### src/rtl/dram_ref_pkg.sv
package dram_ref_pkg;
  typedef enum logic [2:0] {
    ST_IDLE,
    ST_CSR,
    ST_CBR,
    ST_ROW,
    ST_PRE,
    ST_SRENT,
    ST_SR,
    ST_SRX
  } ref_st_t;
endpackage

### src/rtl/ref_tick.sv
module ref_tick #(
  parameter int INTERVAL = 12500,
  parameter int PEND_MAX = 4
) (
  input  logic clk,
  input  logic rst_n,
  input  logic hold,
  input  logic take,
  output logic pend_nz
);
  localparam int CW = (INTERVAL > 1) ? $clog2(INTERVAL) : 1;
  localparam int PW = $clog2(PEND_MAX + 1);

  logic [CW-1:0] cnt;
  logic [PW-1:0] pend;
  logic          tick;

  assign tick    = (cnt == CW'(INTERVAL - 1));
  assign pend_nz = (pend != '0);

  always_ff @(posedge clk) begin
    if (!rst_n || hold) begin
      cnt  <= '0;
      pend <= '0;
    end else begin
      cnt <= tick ? '0 : cnt + 1'b1;
      if (tick && !take) begin
        if (pend != PW'(PEND_MAX)) pend <= pend + 1'b1;
      end else if (take && !tick) begin
        pend <= pend - 1'b1;
      end
    end
  end


  pend_sat_chk: assert property (@(posedge clk) disable iff (!rst_n)
    (pend == PW'(PEND_MAX) && !take && !hold) |=> (pend == PW'(PEND_MAX)));


  take_valid_chk: assert property (@(posedge clk) disable iff (!rst_n)
    take |-> pend_nz);
endmodule

### src/rtl/row_ctr.sv
module row_ctr #(
  parameter int ROWS = 1024,
  localparam int RW = $clog2(ROWS)
) (
  input  logic          clk,
  input  logic          rst_n,
  input  logic          adv,
  output logic [RW-1:0] row
);
  always_ff @(posedge clk) begin
    if (!rst_n)    row <= '0;
    else if (adv)  row <= (row == RW'(ROWS - 1)) ? '0 : row + 1'b1;
  end
endmodule

### src/rtl/ref_seq.sv
module ref_seq
  import dram_ref_pkg::*;
#(
  parameter int ROWS   = 1024,
  parameter int T_CSR  = 1,
  parameter int T_RAS  = 6,
  parameter int T_RP   = 4,
  parameter int T_RASS = 10000,
  parameter int T_RPS  = 11000
) (
  input  logic clk,
  input  logic rst_n,
  input  logic pend_nz,
  input  logic ras_only,
  input  logic ref_gnt,
  input  logic sleep_req,
  input  logic wake_req,
  output logic ref_req,
  output logic take,
  output logic adv,
  output logic sr_busy,
  output logic ras_n,
  output logic cas_n,
  output logic addr_oe,
  output logic in_sr,
  output logic ready
);
  localparam int TA   = (T_CSR > T_RAS) ? T_CSR : T_RAS;
  localparam int TB   = (T_RP > TA) ? T_RP : TA;
  localparam int TC   = (T_RASS > T_RPS) ? T_RASS : T_RPS;
  localparam int TMAX = (TB > TC) ? TB : TC;
  localparam int PH_W = $clog2(TMAX + 1);
  localparam int BW   = $clog2(ROWS + 1);

  ref_st_t         st, st_nxt;
  logic [PH_W-1:0] ph, last;
  logic [BW-1:0]   burst_left;
  logic            sleep_pend, wake_pend, done, start;

  always_comb begin
    case (st)
      ST_CSR:          last = PH_W'(T_CSR - 1);
      ST_CBR, ST_ROW:  last = PH_W'(T_RAS - 1);
      ST_PRE:          last = PH_W'(T_RP - 1);
      ST_SRENT:        last = PH_W'(T_RASS - 1);
      ST_SRX:          last = PH_W'(T_RPS - 1);
      default:         last = '0;
    endcase
  end

  assign done    = (ph == last);
  assign sr_busy = (st == ST_SRENT) || (st == ST_SR) || (st == ST_SRX);
  assign ref_req = (st != ST_IDLE) || pend_nz || sleep_pend;
  assign start   = (st == ST_IDLE) && ref_req && ref_gnt;
  assign take    = start && !sleep_pend;
  assign adv     = (st == ST_ROW) && done;

  always_comb begin
    st_nxt = st;
    case (st)
      ST_IDLE:  if (start) st_nxt = (sleep_pend || !ras_only) ? ST_CSR : ST_ROW;
      ST_CSR:   if (done) st_nxt = sleep_pend ? ST_SRENT : ST_CBR;
      ST_CBR:   if (done) st_nxt = ST_PRE;
      ST_ROW:   if (done) st_nxt = ST_PRE;
      ST_PRE:   if (done) st_nxt = (burst_left > BW'(1)) ? ST_ROW : ST_IDLE;
      ST_SRENT: if (done) st_nxt = (wake_pend || wake_req) ? ST_SRX : ST_SR;
      ST_SR:    if (wake_req) st_nxt = ST_SRX;
      ST_SRX:   if (done) st_nxt = ras_only ? ST_ROW : ST_IDLE;
      default:  st_nxt = ST_IDLE;
    endcase
  end

  always_ff @(posedge clk) begin
    if (!rst_n) begin
      st         <= ST_IDLE;
      ph         <= '0;
      burst_left <= '0;
      sleep_pend <= 1'b0;
      wake_pend  <= 1'b0;
    end else begin
      st <= st_nxt;
      if (st_nxt != st) ph <= '0;
      else if (!done)   ph <= ph + 1'b1;

      if (st == ST_SRX && done)
        burst_left <= ras_only ? BW'(ROWS) : '0;
      else if (st == ST_PRE && done && burst_left != '0)
        burst_left <= burst_left - 1'b1;

      if (st == ST_CSR && done && sleep_pend) sleep_pend <= 1'b0;
      else if (sleep_req && !sr_busy)         sleep_pend <= 1'b1;

      if (st == ST_SRX)                          wake_pend <= 1'b0;
      else if (st == ST_SRENT && wake_req)       wake_pend <= 1'b1;
    end
  end

  assign ras_n   = !((st == ST_CBR) || (st == ST_ROW) || (st == ST_SRENT) || (st == ST_SR));
  assign cas_n   = !((st == ST_CSR) || (st == ST_CBR) || (st == ST_SRENT) || (st == ST_SR));
  assign addr_oe = (st == ST_ROW);
  assign in_sr   = (st == ST_SR);
  assign ready   = !sr_busy && (burst_left == '0) && !(st == ST_CSR && sleep_pend);


  no_own_chk: assert property (@(posedge clk) disable iff (!rst_n)
    !ref_req |=> (ras_n && cas_n));


  cbr_order_chk: assert property (@(posedge clk) disable iff (!rst_n)
    ($fell(ras_n) && !addr_oe) |-> !$past(cas_n));


  ro_addr_chk: assert property (@(posedge clk) disable iff (!rst_n)
    addr_oe |-> (cas_n && !ras_n));


  sr_hold_chk: assert property (@(posedge clk) disable iff (!rst_n)
    in_sr |-> (!ras_n && !cas_n && !ready));
endmodule

### src/rtl/dram_refresh_sched.sv
module dram_refresh_sched #(
  parameter int ROWS     = 1024,
  parameter int INTERVAL = 12500,
  parameter int PEND_MAX = 4,
  parameter int T_CSR    = 1,
  parameter int T_RAS    = 6,
  parameter int T_RP     = 4,
  parameter int T_RASS   = 10000,
  parameter int T_RPS    = 11000,
  localparam int RW      = $clog2(ROWS)
) (
  input  logic          clk,
  input  logic          rst_n,
  input  logic          ras_only,
  input  logic          sleep_req,
  input  logic          wake_req,
  input  logic          ref_gnt,
  output logic          ref_req,
  output logic          ras_n,
  output logic          cas_n,
  output logic          addr_oe,
  output logic [RW-1:0] row_addr,
  output logic          in_sr,
  output logic          ready
);
  logic pend_nz, take, adv, sr_busy;

  ref_tick #(.INTERVAL(INTERVAL), .PEND_MAX(PEND_MAX)) u_tick (
    .clk(clk), .rst_n(rst_n), .hold(sr_busy), .take(take), .pend_nz(pend_nz)
  );

  row_ctr #(.ROWS(ROWS)) u_row (
    .clk(clk), .rst_n(rst_n), .adv(adv), .row(row_addr)
  );

  ref_seq #(
    .ROWS(ROWS), .T_CSR(T_CSR), .T_RAS(T_RAS), .T_RP(T_RP),
    .T_RASS(T_RASS), .T_RPS(T_RPS)
  ) u_seq (
    .clk(clk), .rst_n(rst_n), .pend_nz(pend_nz), .ras_only(ras_only),
    .ref_gnt(ref_gnt), .sleep_req(sleep_req), .wake_req(wake_req),
    .ref_req(ref_req), .take(take), .adv(adv), .sr_busy(sr_busy),
    .ras_n(ras_n), .cas_n(cas_n), .addr_oe(addr_oe), .in_sr(in_sr),
    .ready(ready)
  );
endmodule

### config.mk
export PLATFORM = sky130hd
export DESIGN_NAME = dram_refresh_sched
export DESIGN_NICKNAME = d
export VERILOG_FILES = /design/src/rtl/dram_ref_pkg.sv /design/src/rtl/ref_tick.sv /design/src/rtl/row_ctr.sv /design/src/rtl/ref_seq.sv /design/src/rtl/dram_refresh_sched.sv
export SDC_FILE = /design/constraint.sdc
export NUM_CORES = 1
export LEC_CHECK = 0
export CORE_MARGIN = 5
export CORE_UTILIZATION = 57
export CTS_CLUSTER_SIZE = 14
export DETAILED_ROUTE_END_ITERATION = 8
export PLACE_DENSITY_LB_ADDON = 0.2
export SKIP_LAST_GASP = 1
export SYNTH_ARGS = -nofsm -noshare
export SYNTH_HDL_FRONTEND = slang
export SYNTH_HIERARCHICAL = 1
export SYNTH_SLANG_ARGS = --single-unit
### constraint.sdc
create_clock -name clk -period 5.45 [get_ports clk]
set_clock_uncertainty 0.15 [all_clocks]
set_input_delay 1.3625 -clock clk [delete_from_list [all_inputs] [get_ports clk]]
set_output_delay 1.3625 -clock clk [all_outputs]
set_load 0.02 [all_outputs]
==> results.txt, run 1 <==
In this run the worst path has a maximum fanout of 26. Peak supply drop: 0.000187 V. The tightest min-delay check is of the reg -> reg type. The total inserted antenna cells came out at 0.

For the worst setup path, the data arrival time is 4.23 ns. The total track usage was 0.205. In this run the critical register-to-register path is captured at u_row/row[8]. By instance count, the leading cell after synthesis is sky130_fd_sc_hd__dfxtp_1.

Setup violations remaining at the end of the flow were counted as 0. After synthesis, the most frequently instantiated cells are 57 x sky130_fd_sc_hd__dfxtp_1, 44 x sky130_fd_sc_hd__nor2_1, 37 x sky130_fd_sc_hd__nand2_1, 21 x sky130_fd_sc_hd__a21oi_1. Register area share after synthesis: 0.347. Synthesized-area fraction occupied by xor and xnor cells: 0.0692. STA classifies the critical path endpoint as a flop. The post-route fraction of the period consumed by the critical path came out at 0.753. Once the clock tree was built, the setup fixing pass inserted 0 buffers. For the DRC violations left, the log shows 0. The tools report the clock root buffer as sky130_fd_sc_hd__clkbuf_8. The clock drives 57 sinks. The detailed-router iteration count before antenna repair is 4, and the average cell area after synthesis is 8.33 um2.

The tools report the minimum setup slack among reg-to-reg paths as 1.35 ns. The run gives 0.346 as the relative slew slack. Initial antenna violation count: 0.

For this block, the initial DRC count from the detailed router was 172. The transition time at the pin with the least slew margin works out to 0.974 ns. In this run the critical register-to-register path is launched from u_seq/st[2].

Counting the fill cells in the layout gives 496. Routability-driven placement finished with a final weighted congestion of 0.847. For the worst-skew pair, the clock arrives at the later sink with an insertion delay of 0.34 ns.

For this run, the number of standard cells in the final layout without fillers is 487. Once the clock tree was built, the resizer swapped 0 gates to a different size. Compound-gate portion of the synthesized area: 0.188.

The critical path ends at u_row/row[8]. The share of cells above drive strength 1 works out to 0.0940. Per-cell via count in the routed design: 5.97. The count of nets left with antenna violations after detail routing was 0. In this run the cell area of the synthesized design comes to 0.00329 mm2. The tools report the launch point of the critical path as u_seq/st[2]. The final hold violation count came out at 0. In this run, CTS created clock tree buffers numbering 9. STA puts the critical path data required time at 5.57 ns.

The adder-cell area share of the yosys netlist is 0.0251. For this run, the number of Yosys warnings is 6. The top cell type by total area after synthesis is sky130_fd_sc_hd__dfxtp_1. From left edge to right edge, the die measures 86.0 um.

The number of placed instances with taps included came out at 471. Setup repair after global routing left no endpoint under its margin. For the maximum count of clock buffers along a single path, the log shows 2. Timing would allow up to 244 MHz.

After detailed routing, the average wire length per cell comes to 14.6 um. The logs give 0 for the number of max-cap violations and 7090 um for the sum of routed wire length over all layers. The proportion of netlist area held by the largest area contributor is 0.347, and the floorplan die area is 0.00740 mm2. The number of global-route vias before repair came out at 2688.

The run finished with clean final reports. The worst path needs 4.10 ns of the cycle, external delays included. From bottom edge to top edge, the die measures 86.0 um. In the synthesized netlist, the number of instances is 395. Yosys mapped the design onto 75 distinct sky130hd cell types. The tools report the number of levels the H-tree was split into as 3. In the synthesized netlist the dominant register cell turns out to be sky130_fd_sc_hd__dfxtp_1.

In the final design database the tool counted 422 nets. Yosys attributes the largest share of cell area to sky130_fd_sc_hd__dfxtp_1 35%, sky130_fd_sc_hd__xor2_1 5.1%, sky130_fd_sc_hd__nor2_1 5.0%. The critical path is of the reg -> reg type. Multiplexer area fraction after synthesis: 0.00304.

The logic depth of the worst register-to-register path is 8. In this run the static leakage power is 1.37 nW. The worst setup path is launched from a flop. Yosys mapped a number of flops with a built-in enable equal to 0. For the number of max-slew violations in the final report, the log shows 0.

During I/O placement, the number of pins put on the boundary was 22. TritonCTS built the clock tree. The tools report the detailed placement HPWL as 4980 um. The clock slew at the register clock pins of the worst setup and hold paths came out at 0.06 ns.

The floorplan step defined a core boundary enclosing 0.00557 mm2. The first global-routing pass estimated 12400 um of wire. Power spread over the standard cell area amounts to 306 mW/mm2.

Summed over all failing endpoints, the final setup total negative slack is 0 ns. The largest family of logic cells by synthesized area is simple AND/OR/NAND/NOR gates. From synthesis to final layout, the design area changed by 11.6%. The floorplan has 27 rows.

The tools report the initial core utilization as 0.591. Synthesized-area fraction occupied by and/or/nand/nor cells: 0.330. Net count of the mapped netlist: 407. The overall power after layout was 1.12 mW; the maximum number of pins on one net before global-route repair was 27.

Port buffering added 21 buffers. The count of vias placed by the detailed router was 2908; the async set-reset flop share out of synthesis was 0. Buffers inserted to repair hold after CTS numbered 0.

The tools report the overall overflow remaining after global route as 0. The total of flip-flops plus latches after synthesis came out at 57.
==> kinds of logic after synthesis <==
| kind of cell | Yosys count |
|---|---|
| AO/OA/AOI/OAI | 88 |
| buffers and inverters | 26 |
| multiplexers | 1 |
| flip-flops | 57 |
| XOR/XNOR | 26 |
| adder cells (fa/ha/maj) | 6 |
| AND/OR/NAND/NOR | 191 |
==> report_power, final <==
group	switching, mW	internal (mW)	total (mW)
sequential	0.0462	0.430	0.476
combinational	0.186	0.110	0.296
clock	0.165	0.188	0.353
==> cell usage in the layout (no fill, tap or decap), drive strengths merged, types with 13 or more instances in the layout <==
| master | count |
|---|---|
| dfxtp | 57 |
| nor2 | 45 |
| nand2 | 38 |
| o21ai | 24 |
| a21oi | 22 |
| clkdlybuf4s50 | 21 |
| xor2 | 19 |
| nand3 | 19 |
| or3 | 14 |
| clkbuf | 13 |
==> registers in the layout (all words and copies together), names as in the netlist <==
name and cells:
u_seq/ph 14, u_tick/cnt 14, u_seq/burst_left 11, u_row/row 10
u_seq/st 3, u_tick/pend 3, u_seq/sleep_pend 1, u_seq/wake_pend 1
==> area by class of cell <==
class,instances,area (um2),area share
multi-input cells,312,2020,0.551
flip-flops and latches,57,1140,0.311
repair buffers,21,210,0.0572
clock buffers,13,159,0.0433
well taps,72,90.1,0.0245
inverters,9,33.8,0.00920
clock inverters,3,15.0,0.00409
==> per-stage QoR <==
| stage | util | hold WS, ns | cell area, um2 | worst slack [ns] |
|---|---|---|---|---|
| after floorplan | - | 0.288 | 3290 | 2.03 |
| after global placement | 0.628 | 0.309 | 3500 | 1.50 |
| after detailed placement | 0.628 | 0.324 | 3500 | 1.40 |
| after CTS | 0.659 | 0.336 | 3670 | 1.39 |
| after global routing | 0.659 | 0.354 | 3670 | 0.969 |
| final | 0.659 | 0.329 | 3670 | 1.35 |
==> worst max-delay path, stage by stage, from the launching register on <==
cell and delay (ns):
sky130_fd_sc_hd__dfxtp_1 0.83, sky130_fd_sc_hd__nand3b_1 0.24, sky130_fd_sc_hd__a221oi_2 0.30, sky130_fd_sc_hd__and3_4 0.25
sky130_fd_sc_hd__nand3_1 0.38, sky130_fd_sc_hd__nor3_1 0.89, sky130_fd_sc_hd__nand3_1 0.36, sky130_fd_sc_hd__or4_1 0.49
sky130_fd_sc_hd__a21oi_1 0.14
==> how the worst min path moves through the flow <==
stage,endpoint,cells after the start,from,slack (ns)
global route,u_tick/cnt[0],1,u_tick/cnt[0],0.35
detailed placement,u_tick/cnt[0],1,u_tick/cnt[0],0.32
CTS,u_tick/cnt[0],1,u_tick/cnt[0],0.34
finish,u_tick/cnt[0],1,u_tick/cnt[0],0.33
global placement,u_tick/cnt[0],1,u_tick/cnt[0],0.31
floorplan,u_tick/cnt[0],1,u_tick/cnt[0],0.29
==> layer usage <==
metal,track usage,vias to the layer above,share of wire
met5,0,-,0
met4,0.0763,0,0.016
met3,0.0615,13,0.037
met2,0.324,52,0.48
met1,0.263,1369,0.47
li1,-,1474,-
Note: power is estimated with default switching activity, not from simulation.
==> inputs of run 2 (changes only) <==
==> constraint.sdc (replaced) <==
create_clock -name clk -period 3.85 [get_ports clk]
set_clock_uncertainty 0.15 [all_clocks]
set_input_delay 0.9625 -clock clk [delete_from_list [all_inputs] [get_ports clk]]
set_output_delay 0.9625 -clock clk [all_outputs]
set_load 0.02 [all_outputs]
==> run 2 against run 1 <==
Effect of this change:
- flip-flop and latch count did not move
- routed wire length rose by 1.9%
- hold slack improved by 0.012 ns
- via count rose by 0.21%
==> results.txt, run 2 (synthesized netlist as in run 1, its figures left out) <==
The net switching power of the design is 0.574 mW (+44%). Number of max-slew violations in the final report: 0 (unchanged). The floorplan die area is 0.00740 mm2 (unchanged), and the post-route fraction of the period consumed by the critical path is 0.879. The initial core utilization came out at 0.591 (unchanged). The share of cells above drive strength 1 came out at 0.105 (+0.0113). The switching power share of the total works out to 0.351 (-0.00180). The internal power is 1.06 mW (+46%). The area of the placeable core came out at 0.00557 mm2 (unchanged).

The die outline width came out at 86.0 um (unchanged). The vertical die dimension is 86.0 um (unchanged), and the overall overflow remaining after global route is 0 (unchanged). The overall power after layout is 1.63 mW (+45%), and the peak supply drop is 0.000277 V (+48%). TritonCTS built the clock tree.

The run gives 0 (unchanged) as the initial antenna violation count. The number of gates given a new drive strength after cts was 0 (unchanged); the number of levels the H-tree was split into was 3 (unchanged). The clock slew at the register clock pins of the worst setup and hold paths is 0.07 ns (about the same).

The total negative slack is 0 ns (unchanged), and the clock network latency to the later pin of the worst-skew pair is 0.34 ns (about the same). The number of primary I/O pins was 22 (unchanged). The logs give 0.341 ns (+0.0116 ns) for the worst hold margin and 5 (+1) for the detailed-router iteration count before antenna repair. The run gives 5010 um (+0.68%) as the detailed placement HPWL. The hold buffer count at CTS was 0 (unchanged); the total inserted antenna cells was 0 (unchanged). Leaving out fill and tap cells, the most frequent cells in the layout are 57 x sky130_fd_sc_hd__dfxtp_1, 44 x sky130_fd_sc_hd__nor2_1, 37 x sky130_fd_sc_hd__nand2_1.

The final hold violation count was 0 (unchanged). The most common cell after layout, fill and taps aside is sky130_fd_sc_hd__dfxtp_1. The tools report the arrival time of the worst setup path as 3.49 ns (-0.74 ns). The sink count of the clock tree was 57 (unchanged). The global placer's final weighted congestion is 0.853 (+0.73%). The cell sitting at the root of the clock tree is a sky130_fd_sc_hd__clkbuf_8. The tools report the critical path data required time as 3.96 ns (-1.61 ns). Setup repair after global routing left no endpoint under its margin. The tools report the top achievable clock speed as 296 MHz. The run finished with clean final reports. Relative contribution of sequential cells to total power: 0.407 (-0.017).

The final routed wire length divided by cell count was 14.8 um (+1.3%); the count of vias placed by the detailed router was 2914 (+0.21%). The maximum count of clock buffers along a single path was 2 (unchanged). The final number of setup-violating endpoints is 0 (unchanged). The maximum number of pins on one net before global-route repair is 22 (-19%), and the clock buffer count from CTS is 9 (unchanged).

The logs give 0 (unchanged) for the number of setup buffers added after CTS and 27 (unchanged) for the number of placement rows. The path class of the tightest hold or removal check is reg -> reg. The logs give 2743 (+2.0%) for the number of global-route vias before repair and 0.277 (+0.014) for the share of total power in combinational logic. The non-filler instance count after layout is 490 (+0.62%).

Number of placed instances with taps included: 475 (+0.85%). The sum of routed wire length over all layers was 7230 um (+1.9%); the maximum fanout count along the critical path was 4 (-85%). The power density relative to cell area was 440 mW/mm2 (+44%).

For the global-route wire length before repair, the log shows 12400 um (+0.45%). The leakage dissipation came out at 1.40 nW (+1.9%). The transition time at the pin with the least slew margin came out at 0.769 ns (-0.204 ns). The DRC marker count from the first detailed-route iteration was 157 (-8.7%); the per-cell via count in the routed design was 5.95 (-0.41%).

The met3 layer usage reported by global route is 0.0403 (-0.0211), and the number of filler cells placed in the layout is 492 (-0.81%). The clock share of power came out at 0.316 (+0.002). For the number of nets at the end of the flow, the log shows 426 (+0.95%).

STA classifies the critical path endpoint as a flop. The run gives 0.482 (+0.136) as the relative slew slack. The area growth from synthesis to layout was 12.7%.

The largest registers in the layout are u_seq/ph: 14 flops, u_tick/cnt: 14 flops, u_seq/burst_left: 11 flops. STA classifies the critical path startpoint as an input port. The met2 layer usage reported by global route was 0.332 (+0.00771); the met1 routing resource usage after global routing was 0.260 (-0.00248).

The count of input and output buffers was 21 (unchanged). The count of nets left with antenna violations after detail routing is 0 (unchanged), and the core occupancy in the finished layout is 0.665 (+0.00651). The worst setup path is of the in -> reg kind.

The number of max-cap violations is 0 (unchanged), and the shortest clock period the worst path allows after layout is 3.38 ns. The tools report the DRC violations left as 0 (unchanged). met2 is the most crowded layer. The run gives 0.209 (+0.00392) as the total track usage.
## run 2: cell type report
type / instances / area, um2 / share of cell area
repair buffers: 25 / 240 / 0.0648
well taps: 72 / 90.1 / 0.0243
inverters: 9 / 33.8 / 0.00911
clock buffers: 12 / 165 / 0.0445
clock inverters: 3 / 15.0 / 0.00405
multi-input cells: 312 / 2020 / 0.546
flip-flops and latches: 57 / 1140 / 0.308
## run 2: worst paths after layout
check	startpoint	to	slack, ns	cells after the start
setup / recovery	ref_gnt	u_tick/pend[2]	0.47	10
hold / removal	u_tick/cnt[0]	u_tick/cnt[0]	0.34	1
setup reg to reg	u_seq/st[0]	u_tick/pend[2]	0.55	9
hold reg to reg	u_tick/cnt[0]	u_tick/cnt[0]	0.34	1
## run 2: power by group through the flow
stage / clock network [mW] / registers (mW) / logic [mW]
after floorplan: 0 / 0.636 / 0.381
after global placement: 0 / 0.674 / 0.444
after detailed placement: 0 / 0.675 / 0.449
final: 0.516 / 0.665 / 0.452
after CTS: 0.527 / 0.663 / 0.452
after global routing: 0.560 / 0.670 / 0.495
## run 2: metal layers
layer  share of wire  routed length [um]  vias up
met4           0.032                 228        0
li1                -                   -     1471
met3           0.034                 246       21
met5               0                   0        -
met2            0.46                3320       57
met1            0.48                3440     1365
## run 2: through the flow
step           area, um2  worst slack (ns)
2_1_floorplan       3290             0.831
3_3_place_gp        3530             0.304
3_5_place_dp        3530             0.158
4_1_cts             3710             0.507
5_1_grt             3710             0.319
6_report            3710             0.468
## run 2: worst max-delay path, stage by stage
cell	delay, ns
sky130_fd_sc_hd__clkdlybuf4s50_1	0.44
sky130_fd_sc_hd__nand2_1	0.08
sky130_fd_sc_hd__nor3_1	0.08
sky130_fd_sc_hd__nor3b_1	0.43
sky130_fd_sc_hd__nand4b_1	0.14
sky130_fd_sc_hd__or3_2	0.45
sky130_fd_sc_hd__fa_1	0.42
sky130_fd_sc_hd__nand3b_1	0.20
sky130_fd_sc_hd__o21a_1	0.13
sky130_fd_sc_hd__o31ai_1	0.18
==> inputs of run 3 (changes only) <==
--- a/config.mk
+++ b/config.mk
@@ -7,6 +7,7 @@
 export LEC_CHECK = 0
 export CORE_MARGIN = 5
 export CORE_UTILIZATION = 57
+export CTS_BUF_LIST = sky130_fd_sc_hd__clkbuf_4 sky130_fd_sc_hd__clkbuf_8
 export CTS_CLUSTER_SIZE = 14
 export DETAILED_ROUTE_END_ITERATION = 8
 export PLACE_DENSITY_LB_ADDON = 0.2
==> constraint.sdc (replaced) <==
create_clock -name clk -period 3.85 [get_ports clk]
set_clock_uncertainty 0.15 [all_clocks]
set_input_delay 0.5775 -clock clk [delete_from_list [all_inputs] [get_ports clk]]
set_output_delay 0.5775 -clock clk [all_outputs]
set_load 0.02 [all_outputs]
==> run 3 against run 2 <==
Effect of this change:
- non-clock buffer count decreased by 1
- die area did not move
- design area increased by 0.84%
- routed wire length is 1.5% lower
- combinational power about the same
- first-iteration DRC count increased by 31%
- clock-buffer cell count down 3
==> results.txt, run 3 (synthesized netlist as in run 1, its figures left out) <==
Overall power after layout: 1.73 mW (+5.8%). The clock buffer count from CTS came out at 9 (unchanged). The critical path in this run is classified as reg -> reg.

The post-route fraction of the period consumed by the critical path was 0.851 (-0.0277). The relative contribution of sequential cells to total power came out at 0.382 (-0.025). The tools report the peak supply drop as 0.000350 V (+26%).

The biggest cell delay along the critical path works out to 0.76 ns (+0.31 ns). In this run the most critical hold path is launched from u_tick/cnt[0]. Number of max-cap violations: 0 (unchanged). The share of cells above drive strength 1 came out at 0.105 (unchanged). The critical path's top delay family is simple AND/OR/NAND/NOR gates.

The worst setup path is captured at a flop. Final routed wire length divided by cell count: 14.5 um (-1.5%). The standard cell with the maximum stage delay on the critical path was sky130_fd_sc_hd__dfxtp_1. Placed instance area: 0.00352 mm2 (-0.21%). The DRC violations left is 0 (unchanged), and the floorplan die area is 0.00740 mm2 (unchanged). The flow ran to the end, and the final reports show no timing, DRC or antenna violations. Total track usage: 0.202 (-0.00711). The power density relative to cell area came out at 462 mW/mm2 (+4.9%). The tools report the number of gates given a new drive strength after cts as 0 (unchanged).

The worst hold path terminates at u_tick/cnt[0]. The net switching power of the design came out at 0.586 mW (+2.1%). Area of the placeable core: 0.00557 mm2 (unchanged).

The run gives 425 (-0.23%) as the number of nets at the end of the flow. Traced cell by cell, the critical path runs through or3_1 -> nor3_1 -> nor3b_1 -> nand4b_1 -> or3_2 -> fa_1 -> nand3b_1 -> o21a_1 -> o31ai_1. The initial antenna violation count is 0 (unchanged), and the final worst slack is 0.574 ns (+0.107 ns).

The global-route wire length before repair is 12400 um (about the same), and the worst hold path stage count is 1 (unchanged). The total inserted antenna cells is 0 (unchanged). The pre-CTS setup slack came out at 0.593 ns (+0.434 ns). Setup repair after global routing left no endpoint under its margin. For the clock share of power, the log shows 0.355 (+0.039).

DRC marker count from the first detailed-route iteration: 206 (+31%). Clock slew at the register clock pins of the worst setup and hold paths: 0.07 ns (about the same). The tools report the arrival time of the worst setup path as 3.38 ns (-0.11 ns).

In the final layout, the registers with the most flip-flops are u_seq/ph: 14 flops, u_tick/cnt: 14 flops, u_seq/burst_left: 11 flops. The tightest min-delay check is of the reg -> reg type. The maximum fanout count along the critical path was 21 (+17). Clock tree synthesis selected as its root buffer the cell sky130_fd_sc_hd__clkbuf_8.

Number of max-slew violations in the final report: 0 (unchanged). Detailed-router iteration count before antenna repair: 4 (-1). The final number of setup-violating endpoints was 0 (unchanged); the internal power was 1.14 mW (+7.8%). The worst register-to-register path ends at u_tick/pend[2].

Count of input and output buffers: 21 (unchanged). The run gives 22 (unchanged) as the maximum number of pins on one net before global-route repair. The switching power share of the total came out at 0.339 (-0.0123). The transition time at the pin with the least slew margin was 0.778 ns (+0.00848 ns). The minimum setup slack among reg-to-reg paths was 0.57 ns (+0.02 ns). The top achievable clock speed was 305 MHz (+3.3%); the initial core utilization was 0.591 (unchanged). For the hold buffer count at CTS, the log shows 0 (unchanged). Die outline width: 86.0 um (unchanged). The relative slew slack came out at 0.476 (-0.00571). The run gives 22 (unchanged) as the number of primary I/O pins. The library cells used most frequently in the layout, excluding fill and tap cells, are 57 x sky130_fd_sc_hd__dfxtp_1, 44 x sky130_fd_sc_hd__nor2_1, 37 x sky130_fd_sc_hd__nand2_1.

The per-cell via count in the routed design was 5.99 (+0.65%); the detailed placement HPWL was 5020 um (about the same). The number of global-route vias before repair came out at 2780 (+1.3%). Relative to the synthesized area, the layout overhead comes to 13.6%. Sum of routed wire length over all layers: 7120 um (-1.5%).

The worst path buffer plus inverter count is 0 (-1). The logic depth of the worst register-to-register path came out at 9 (unchanged). The run gives 2 (unchanged) as the maximum count of clock buffers along a single path. The clock network latency to the later pin of the worst-skew pair was 0.33 ns (about the same). The count of vias placed by the detailed router was 2933 (+0.65%). The final hold violation count was 0 (unchanged). The total negative slack was 0 ns (unchanged). The library cell used most frequently in the layout, excluding fill and tap cells, is sky130_fd_sc_hd__dfxtp_1. The startpoint of the worst-slack reg-to-reg timing path is u_seq/st[0]. Category of the worst setup path launch point: a flop. The run gives 0.00374 mm2 (+0.84%) as the post-route standard cell area excluding fillers. TritonCTS built the clock tree. The share of total power in combinational logic is 0.263 (-0.014), and the number of levels the H-tree was split into is 3 (unchanged). The count of nets left with antenna violations after detail routing is 0 (unchanged), and the vertical die dimension is 86.0 um (unchanged).

The sink count of the clock tree is 57 (unchanged). The number of setup buffers added after CTS was 0 (unchanged). The shortest clock period the worst path allows after layout is 3.28 ns (-0.107 ns).

For the global placer's final weighted congestion, the log shows 0.812 (-4.8%). The overall overflow remaining after global route was 0 (unchanged); the critical path data required time was 3.96 ns (about the same). The leakage dissipation is 1.39 nW (-0.38%), and the number of placement rows is 27 (unchanged).
run 3: cell type report:
type | count | area (um2)
clock buffer | 9 | 124
clock inverter | 7 | 95.1
fill | 476 | 1830
inverter | 9 | 33.8
multi-input combinational | 312 | 2020
sequential | 57 | 1140
tap | 72 | 90.1
timing repair buffer | 24 | 233
run 3: worst reg2reg max path, cell delays in order (launching register included):
cell	delay [ns]
sky130_fd_sc_hd__dfxtp_1	0.76
sky130_fd_sc_hd__or3_1	0.26
sky130_fd_sc_hd__nor3_1	0.10
sky130_fd_sc_hd__nor3b_1	0.43
sky130_fd_sc_hd__nand4b_1	0.14
sky130_fd_sc_hd__or3_2	0.44
sky130_fd_sc_hd__fa_1	0.41
sky130_fd_sc_hd__nand3b_1	0.20
sky130_fd_sc_hd__o21a_1	0.14
sky130_fd_sc_hd__o31ai_1	0.17
run 3: routing by layer:
| metal | part of all wire | vias up | GRT usage |
|---|---|---|---|
| met4 | 0.013 | 0 | 0.0835 |
| met5 | 0 | - | 0 |
| li1 | - | 1475 | - |
| met1 | 0.47 | 1370 | 0.266 |
| met3 | 0.044 | 13 | 0.0355 |
| met2 | 0.47 | 75 | 0.324 |
run 3: power groups by stage:
stage | Sequential [mW] | Clock, mW | Combinational, mW
finish | 0.660 | 0.613 | 0.455
global route | 0.666 | 0.652 | 0.498
CTS | 0.657 | 0.624 | 0.452
detailed placement | 0.671 | 0 | 0.446
global placement | 0.670 | 0 | 0.447
floorplan | 0.636 | 0 | 0.381
run 3: per-stage QoR:
| stage | util | hold WS [ns] | instances |
|---|---|---|---|
| 6_report | 0.671 | 0.333 | 490 |
| 5_1_grt | 0.671 | 0.382 | 490 |
| 3_3_place_gp | 0.632 | 0.309 | 474 |
| 3_5_place_dp | 0.632 | 0.320 | 474 |
| 4_1_cts | 0.671 | 0.339 | 490 |
| 2_1_floorplan | - | 0.288 | 395 |
run 3: worst max path at each step:
stage / start / slack (ns) / end / cells after the start
4_1_cts: u_seq/st[0] / 0.64 / u_tick/pend[2] / 9
6_report: u_seq/st[0] / 0.57 / u_tick/pend[2] / 9
5_1_grt: u_seq/st[0] / 0.37 / u_tick/pend[2] / 9
3_5_place_dp: ref_gnt / 0.59 / u_tick/pend[2] / 10
2_1_floorplan: u_seq/st[0] / 0.86 / u_tick/pend[2] / 11
3_3_place_gp: ref_gnt / 0.68 / u_tick/pend[2] / 10
